--- config.mk ---
export PLATFORM = sky130hd
export DESIGN_NAME = uop_engine
export DESIGN_NICKNAME = d
export VERILOG_FILES = /design/src/rtl/uop_pkg.sv /design/src/rtl/uop_pc.sv /design/src/rtl/uop_decode.sv /design/src/rtl/uop_ctrl.sv /design/src/rtl/uop_engine.sv
export SDC_FILE = /design/constraint.sdc
export NUM_CORES = 1
export LEC_CHECK = 0
export ABC_AREA = 1
export CAP_MARGIN = 10
export CORE_MARGIN = 2
export CORE_UTILIZATION = 59
export DETAILED_ROUTE_END_ITERATION = 8
export DONT_BUFFER_PORTS = 1
export PLACE_DENSITY = 0.75
export SYNTH_ARGS = -nofsm -noshare
export SYNTH_HDL_FRONTEND = slang
export SYNTH_SLANG_ARGS = --single-unit
--- constraint.sdc ---
create_clock -name clk -period 2.5 [get_ports clk]
set_input_delay 0.125 -clock clk [delete_from_list [all_inputs] [get_ports clk]]
set_output_delay 0.125 -clock clk [all_outputs]
set_load 0.01 [all_outputs]
--- src/rtl/uop_pkg.sv ---
package uop_pkg;
  localparam int OPC_W = 4;
  localparam int NFLAG = 4;
  localparam logic [OPC_W-1:0] OPC_STOP = '0;

  typedef enum logic [2:0] {
    ST_IDLE  = 3'd0,
    ST_FETCH = 3'd1,
    ST_DEC1  = 3'd2,
    ST_DEC2  = 3'd3,
    ST_EXEC  = 3'd4
  } state_t;

  typedef struct packed {
    logic load_pc;
    logic inc_pc;
    logic fetch;
    logic dec1;
    logic dec2;
  } ctrl_t;
endpackage

--- src/rtl/uop_pc.sv ---
module uop_pc #(
  parameter int AW = 4
) (
  input  logic          clk,
  input  logic          rst_n,
  input  logic          load,
  input  logic [AW-1:0] load_val,
  input  logic          inc,
  output logic [AW-1:0] pc
);
  logic [AW-1:0] pc_q, pc_d;
  logic          pc_en;

  always_comb begin
    pc_en = load | inc;
    pc_d  = load ? load_val : pc_q + AW'(1);
  end

  always_ff @(posedge clk or negedge rst_n) begin
    if (!rst_n)     pc_q <= '0;
    else if (pc_en) pc_q <= pc_d;
  end

  assign pc = pc_q;
endmodule

--- src/rtl/uop_decode.sv ---
module uop_decode import uop_pkg::*; #(
  parameter int BANK_W = 3,
  localparam int IW = OPC_W + 2*BANK_W
) (
  input  logic              clk,
  input  logic              rst_n,
  input  logic              stage1_en,
  input  logic              stage2_en,
  input  logic [IW-1:0]     word,
  output logic              cls_stop,
  output logic              cls_op,
  output logic [NFLAG-1:0]  flags,
  output logic [BANK_W-1:0] src,
  output logic [BANK_W-1:0] dst
);
  // stage 1: split fields and classify the opcode
  logic [OPC_W-1:0]  op_q;
  logic [BANK_W-1:0] src1_q, dst1_q;
  logic              stop_q, op_ok_q;
  logic              stop_d, op_ok_d;
  logic [OPC_W-1:0]  op_d;

  always_comb begin
    op_d    = word[IW-1 -: OPC_W];
    stop_d  = (op_d == OPC_STOP);
    op_ok_d = (op_d != OPC_STOP) && (int'(op_d) <= NFLAG);
  end

  always_ff @(posedge clk or negedge rst_n) begin
    if (!rst_n) begin
      op_q    <= '0;
      src1_q  <= '0;
      dst1_q  <= '0;
      stop_q  <= 1'b0;
      op_ok_q <= 1'b0;
    end else if (stage1_en) begin
      op_q    <= op_d;
      src1_q  <= word[2*BANK_W-1 -: BANK_W];
      dst1_q  <= word[BANK_W-1:0];
      stop_q  <= stop_d;
      op_ok_q <= op_ok_d;
    end
  end

  // stage 2: expand the opcode into one-hot worker flags
  logic [NFLAG-1:0] flags_d;

  for (genvar gi = 0; gi < NFLAG; gi++) begin : g_flag
    assign flags_d[gi] = (op_q == OPC_W'(gi + 1));
  end

  logic [NFLAG-1:0]  flags_q;
  logic [BANK_W-1:0] src2_q, dst2_q;

  always_ff @(posedge clk or negedge rst_n) begin
    if (!rst_n) begin
      flags_q <= '0;
      src2_q  <= '0;
      dst2_q  <= '0;
    end else if (stage2_en) begin
      flags_q <= flags_d;
      src2_q  <= src1_q;
      dst2_q  <= dst1_q;
    end
  end

  assign cls_stop = stop_q;
  assign cls_op   = op_ok_q;
  assign flags    = flags_q;
  assign src      = src2_q;
  assign dst      = dst2_q;
endmodule

--- src/rtl/uop_ctrl.sv ---
module uop_ctrl import uop_pkg::*; (
  input  logic   clk,
  input  logic   rst_n,
  input  logic   host_start,
  input  logic   worker_done,
  input  logic   cls_stop,
  input  logic   cls_op,
  output state_t state,
  output ctrl_t  ctl,
  output logic   worker_start,
  output logic   host_done
);
  state_t st_q, st_d;

  always_comb begin
    st_d = st_q;
    ctl  = '0;
    case (st_q)
      ST_IDLE: begin
        if (host_start) begin
          st_d        = ST_FETCH;
          ctl.load_pc = 1'b1;
        end
      end
      ST_FETCH: begin
        ctl.fetch = 1'b1;
        st_d      = ST_DEC1;
      end
      ST_DEC1: begin
        ctl.dec1 = 1'b1;
        st_d     = ST_DEC2;
      end
      ST_DEC2: begin
        ctl.dec2 = 1'b1;
        if (cls_stop) begin
          st_d = ST_IDLE;
        end else if (cls_op) begin
          st_d = ST_EXEC;
        end else begin
          st_d       = ST_FETCH;
          ctl.inc_pc = 1'b1;
        end
      end
      ST_EXEC: begin
        if (worker_done) begin
          st_d       = ST_FETCH;
          ctl.inc_pc = 1'b1;
        end
      end
      default: st_d = ST_IDLE;
    endcase
  end

  logic start_d, hdone_d;

  always_comb begin
    start_d = ctl.dec2 & cls_op & ~cls_stop;
    hdone_d = ctl.dec2 & cls_stop;
  end

  always_ff @(posedge clk or negedge rst_n) begin
    if (!rst_n) begin
      st_q         <= ST_IDLE;
      worker_start <= 1'b0;
      host_done    <= 1'b0;
    end else begin
      st_q         <= st_d;
      worker_start <= start_d;
      host_done    <= hdone_d;
    end
  end

  assign state = st_q;
endmodule

--- src/rtl/uop_engine.sv ---
module uop_engine import uop_pkg::*; #(
  parameter int AW     = 4,
  parameter int BANK_W = 3,
  localparam int IW    = OPC_W + 2*BANK_W
) (
  input  logic              clk,
  input  logic              rst_n,
  input  logic              host_start,
  input  logic [AW-1:0]     host_start_pc,
  output logic              host_done,
  output logic              imem_en,
  output logic [AW-1:0]     imem_addr,
  input  logic [IW-1:0]     imem_rdata,
  output logic              worker_start,
  output logic [NFLAG-1:0]  worker_flags,
  output logic [BANK_W-1:0] worker_src,
  output logic [BANK_W-1:0] worker_dst,
  input  logic              worker_done
);
  state_t        state;
  ctrl_t         ctl;
  logic          cls_stop, cls_op;
  logic [AW-1:0] pc;

  uop_ctrl u_ctrl (
    .clk          (clk),
    .rst_n        (rst_n),
    .host_start   (host_start),
    .worker_done  (worker_done),
    .cls_stop     (cls_stop),
    .cls_op       (cls_op),
    .state        (state),
    .ctl          (ctl),
    .worker_start (worker_start),
    .host_done    (host_done)
  );

  uop_pc #(.AW(AW)) u_pc (
    .clk      (clk),
    .rst_n    (rst_n),
    .load     (ctl.load_pc),
    .load_val (host_start_pc),
    .inc      (ctl.inc_pc),
    .pc       (pc)
  );

  uop_decode #(.BANK_W(BANK_W)) u_dec (
    .clk       (clk),
    .rst_n     (rst_n),
    .stage1_en (ctl.dec1),
    .stage2_en (ctl.dec2),
    .word      (imem_rdata),
    .cls_stop  (cls_stop),
    .cls_op    (cls_op),
    .flags     (worker_flags),
    .src       (worker_src),
    .dst       (worker_dst)
  );

  assign imem_en   = ctl.fetch;
  assign imem_addr = pc;
endmodule

# After elaboration in Yosys (flattened, before gate mapping)
# Index checks and enable logic that the tools add are counted.
# W data, S select, Z words.
# classes
n_addsub,1
multipliers,0
div_mod_pow,0
n_lt_le_gt_ge,1
eq_ne,10
n_shift,0
n_mux,15
bitwise,5
n_reduce_logical,5
# op_table
op,count
$pmux W3 S5,1
$mux W3,4
$eq A4 B2 Y1 const B,2
$mux W1,8
$eq A3 B2 Y1 const B,2
$add A4 B1 Y4 const B,1
$eq A4 B1 Y1 const B,1
$eq A4 B3 Y1 const B,1
$le A4 B3 Y1 const B,1
$logic_not A4 Y1,1
$mux W4,1
$ne A2 B2 Y1 const B,2
$reduce_bool A4 Y1,1
$and A1 B1 Y1,3
$eq A3 B1 Y1 const B,1
$eq A3 B3 Y1 const B,1
$logic_not A3 Y1,1
$pmux W1 S2,1
$reduce_and A2 Y1,1
$logic_and A1 B1 Y1,1
$not A1 Y1,1
$or A1 B1 Y1,1
# totals
ff_bits,31
latchBits,0
ram_bits,0
mem_bits_ro,0
inputBits,18
wordCells,49
memories,0

# Depth between registers and ports, before layout
# depth
word_depth,4
mapped_depth,7

# Cells and area by module
# From an unflattened synthesis, not the netlist that was laid out.
# unflattened
cells_unflattened,156
hier_area_um2,1350.0
# modules_own_cells
module,n_inst,cells_per_inst,area_each_um2
uop_decode,1,93,858.3
uop_ctrl,1,36,271.5
uop_pc,1,27,220.2

# Least setup slack after synthesis
# Ideal clock, no wire load.
# synth_path
kind,register -> register
from,"register u_pc.pc_q[0], in the netlist u_pc.pc[0]"
to,"register u_pc.pc_q[2], in the netlist u_pc.pc[2]"
setup_time_ns,0.117
arrival_time_ns,1.142
t_required_ns,2.383
slack_ns,1.241
path_stages_with_launch,7
period_less_slack_ns,1.259
cell_sequence,dfrtp_1 -> ha_1 -> or2_2 -> nand3_1 -> nand2_1 -> nand2_1 -> nand2_1
# synth_between
elab_chain_len,2
# synth_lines
element,line_no,rtl
from (decl),uop_pc.sv:11,"logic [AW-1:0] pc_q, pc_d;"
from (signal assigned),uop_pc.sv:21,else if (pc_en) pc_q <= pc_d;
$add A4 B1 Y4,uop_pc.sv:16,pc_d = load ? load_val : pc_q + AW'(1);
$mux W4,uop_pc.sv:16,
# No other way between the ends.
# A chain may end at the register's enable or synchronous reset.

# Final worst setup path
# layout_path
from,"register u_ctrl.st_q[2], in the netlist u_ctrl.state[2]"
to,"register u_dec.stop_q, in the netlist u_dec.cls_stop"
# layout_between
elab_chain_len,2
# layout_lines
element,line_no,rtl
from (decl),uop_ctrl.sv:13,"state_t st_q, st_d;"
from (signal assigned),uop_ctrl.sv:67,st_q <= st_d;
$eq A3 B2 Y1,uop_ctrl.sv:18,case (st_q)
$mux W1,uop_ctrl.sv:18,
to (signal assigned),uop_decode.sv:40,stop_q <= stop_d;
to (decl),uop_decode.sv:19,"logic stop_q, op_ok_q;"
# No other way between the ends.

==> results.json <==
{
  "status": "finished clean",
  "crit_path_end_kind": "register",
  "netlist-cell-type-count": 20,
  "whs_ns": 0.0214,
  "drv_slew": 0,
  "cp.arrival_ns": 2.20,
  "num_vias": 1118,
  "portBuffers": 0,
  "ys_ff_latch": 31,
  "max_cap_viol_count": 0,
  "globalRouteMet2Util_pct": 41.3,
  "power_density_mw_per_mm2": 1250,
  "cp-start-kind": "register",
  "postLayoutCellArea_mm2": 0.00163,
  "die_y_um": 52.3,
  "hold_class": "primary input to register",
  "r2r_slack_ns": 0.57,
  "ir_drop_uv": 889,
  "fillers": 174,
  "multi_input_area_um2": 513,
  "finalWirelength_um": 2740,
  "rsz0062_at_grt": "no",
  "num_rows": 17,
  "start_util_pct": 62.3,
  "regArea_um2": 776,
  "period_share_pct": 77.2,
  "io_pins": 35,
  "yosysWarnings": 0,
  "cts_root_buf": "clkbuf_4",
  "placed_cell_area_mm2": 0.00139,
  "ant_nets": 0,
  "min_path_cells": 3,
  "max_freq_mhz": 518,
  "clock_skew_ns": 0.0127,
  "antenna_found_initial": 0,
  "track_usage_pct": 25.3,
  "synthCells": 163,
  "rr_worst_depth": 6,
  "finalHoldViolations": 0,
  "grt_max_degree": 32,
  "area_growth_pct": 18.2,
  "rr_endpoint": "u_dec.cls_stop",
  "numCtsBuffers": 5,
  "finalWeightedCongestion": 0.753,
  "clk_path_buf_depth": 2,
  "dieArea_mm2": 0.00274,
  "cts_sinks": 31,
  "grt_pass1_vias": 1189,
  "post-cts-setup-buffers": 0,
  "fin_crit_ns": 1.93,
  "busiest_layer": "met2",
  "firstDrtPassIters": 4,
  "leakage_nw": 0.831,
  "drc": 0,
  "syn_nets": 182,
  "gr-usage-met1_pct": 30.1,
  "max_slew_margin_pct": 70.5,
  "clk_latency_ns": 0.34,
  "required_ns": 2.77,
  "reg2reg_from": "u_ctrl.state[2]",
  "crit_type": "register to register",
  "wl_per_cell_um": 13.1,
  "syn_area_per_cell_um2": 8.45,
  "core_mm2": 0.00221,
  "synth_area_mm2": 0.00138,
  "grt_pass1_wl_um": 4960,
  "cts_tree": "done",
  "final_net_count": 200,
  "holdCritStartpoint": "imem_rdata[8]",
  "crit_path_max_fanout": 11,
  "die_w_um": 52.3,
  "overflow": 0,
  "drive_gt1_share_pct": 11.0,
  "tightest_slew_ns": 0.441,
  "setup_violations": 0,
  "clkTransAtPathRegs_ns": 0.10,
  "drtIter0Drc": 15,
  "seq_area_frac_synth_pct": 56.3,
  "whs_endpoint": "u_dec.cls_op",
  "h-tree-depth": 2,
  "post-dp-hpwl_um": 1910,
  "diodes": 0,
  "grt_use_met3_pct": 8.29,
  "via_per_inst": 5.32,
  "finalSetupTns_ns": 0
}
worst max-delay path by stage:
| stage | start | end | slack [ns] |
|---|---|---|---|
| finish | u_ctrl.state[2] | u_dec.cls_stop | 0.57 |
| global route | u_ctrl.state[2] | u_dec.cls_stop | 0.42 |
| CTS | u_ctrl.state[2] | u_dec.cls_stop | 0.56 |
| detailed placement | u_ctrl.state[2] | u_ctrl.state[0] | 0.99 |
| global placement | u_ctrl.state[2] | u_ctrl.state[0] | 1.09 |
| floorplan | u_pc.pc[0] | u_pc.pc[2] | 1.24 |
layout make-up:
| class | instances | area share, % |
|---|---|---|
| Sequential cell | 31 | 47.7 |
| Inverter | 18 | 4.15 |
| Clock inverter | 2 | 2.15 |
| Tap cell | 28 | 2.15 |
| Clock buffer | 6 | 3.15 |
| Multi-Input combinational cell | 111 | 31.5 |
| Timing Repair Buffer | 14 | 9.22 |
layer usage:
layer | part of all wire, % | routed length (um) | up-vias
li1 | - | - | 554
met1 | 44 | 1190 | 518
met2 | 48 | 1320 | 38
met3 | 6.6 | 180 | 8
met4 | 1.7 | 48 | 0
met5 | 0 | 0 | -
synth_stat cells:
cell type | count | share of area [%]
a21oi_1 | 1 | 0.36
inv_2 | 4 | 1.1
inv_1 | 14 | 3.8
nor2_4 | 1 | 0.82
o21ai_0 | 7 | 2.5
o21ai_1 | 8 | 2.9
buf_2 | 2 | 0.73
nand2_1 | 60 | 16
nand3b_1 | 1 | 0.55
nor3_2 | 1 | 0.73
nand4_1 | 3 | 1.4
dfrtp_1 | 31 | 56
o31ai_1 | 2 | 1.1
ha_1 | 1 | 0.91
buf_6 | 1 | 0.82
nand3_2 | 2 | 1.5
nor2_2 | 2 | 0.91
nand3_1 | 12 | 4.4
nor2_1 | 9 | 2.5
or2_2 | 1 | 0.45
flip-flops by register name, indices dropped and copies added, names as in the netlist:
name / count
u_ctrl.host_done: 1
u_ctrl.state: 3
u_ctrl.worker_start: 1
u_dec.cls_op: 1
u_dec.cls_stop: 1
u_dec.dst: 3
u_dec.dst1_q: 3
u_dec.flags: 4
u_dec.op_q: 4
u_dec.src: 3
u_dec.src1_q: 3
u_pc.pc: 4
worst max-delay path: stages, from the launching register on:
cell and delay (ns):
dfrtp_1 0.46, inv_2 0.13, nand3_1 0.34, nor2_2 0.25, nand3_1 0.08, dlygate4sd3_1 0.55
o21ai_1 0.07
placed cells by master, fill, tap and decap left out, types with 2 or more instances in the layout:
master / instances
dfrtp_1: 31
nand3_2: 2
dlygate4sd3_1: 13
nand3_1: 12
o31ai_1: 2
o21ai_1: 8
nand4_1: 3
nor2_2: 2
o21ai_0: 7
nand2_1: 60
nor2_1: 9
clkbuf_4: 5
inv_2: 4
inv_1: 14
power breakdown:
part / switching, mW / internal (mW)
Combinational: 0.445 / 0.236
Clock: 0.174 / 0.236
Sequential: 0.230 / 0.722
Total: 0.848 / 1.19
cell families (layout without fill, tap and decap cells):
logic type	after synthesis	in the layout	synth area share [%]
AOI/OAI and AO/OA	18	18	6.90
adders and majority gates	1	1	0.908
buffers and inverters	21	40	6.45
DFF	31	31	56.3
and+or+nand+nor	92	92	29.4
per-stage QoR:
| step | power, mW | instances | worst slack (ns) | util (%) |
|---|---|---|---|---|
| after floorplan | 1.47 | 163 | 1.24 | - |
| after global placement | 1.56 | 188 | 1.09 | 62.9 |
| after detailed placement | 1.61 | 188 | 0.988 | 62.9 |
| after CTS | 2.06 | 210 | 0.562 | 73.6 |
| after global routing | 2.24 | 210 | 0.423 | 73.6 |
| final | 2.04 | 210 | 0.569 | 73.6 |
timing repair:
action | CTS | global route
hold buffers | 14 | 0
resized for setup | 0 | 0
hold endpoints to repair | 44 | 0
Note: power is estimated with default switching activity, not from simulation.
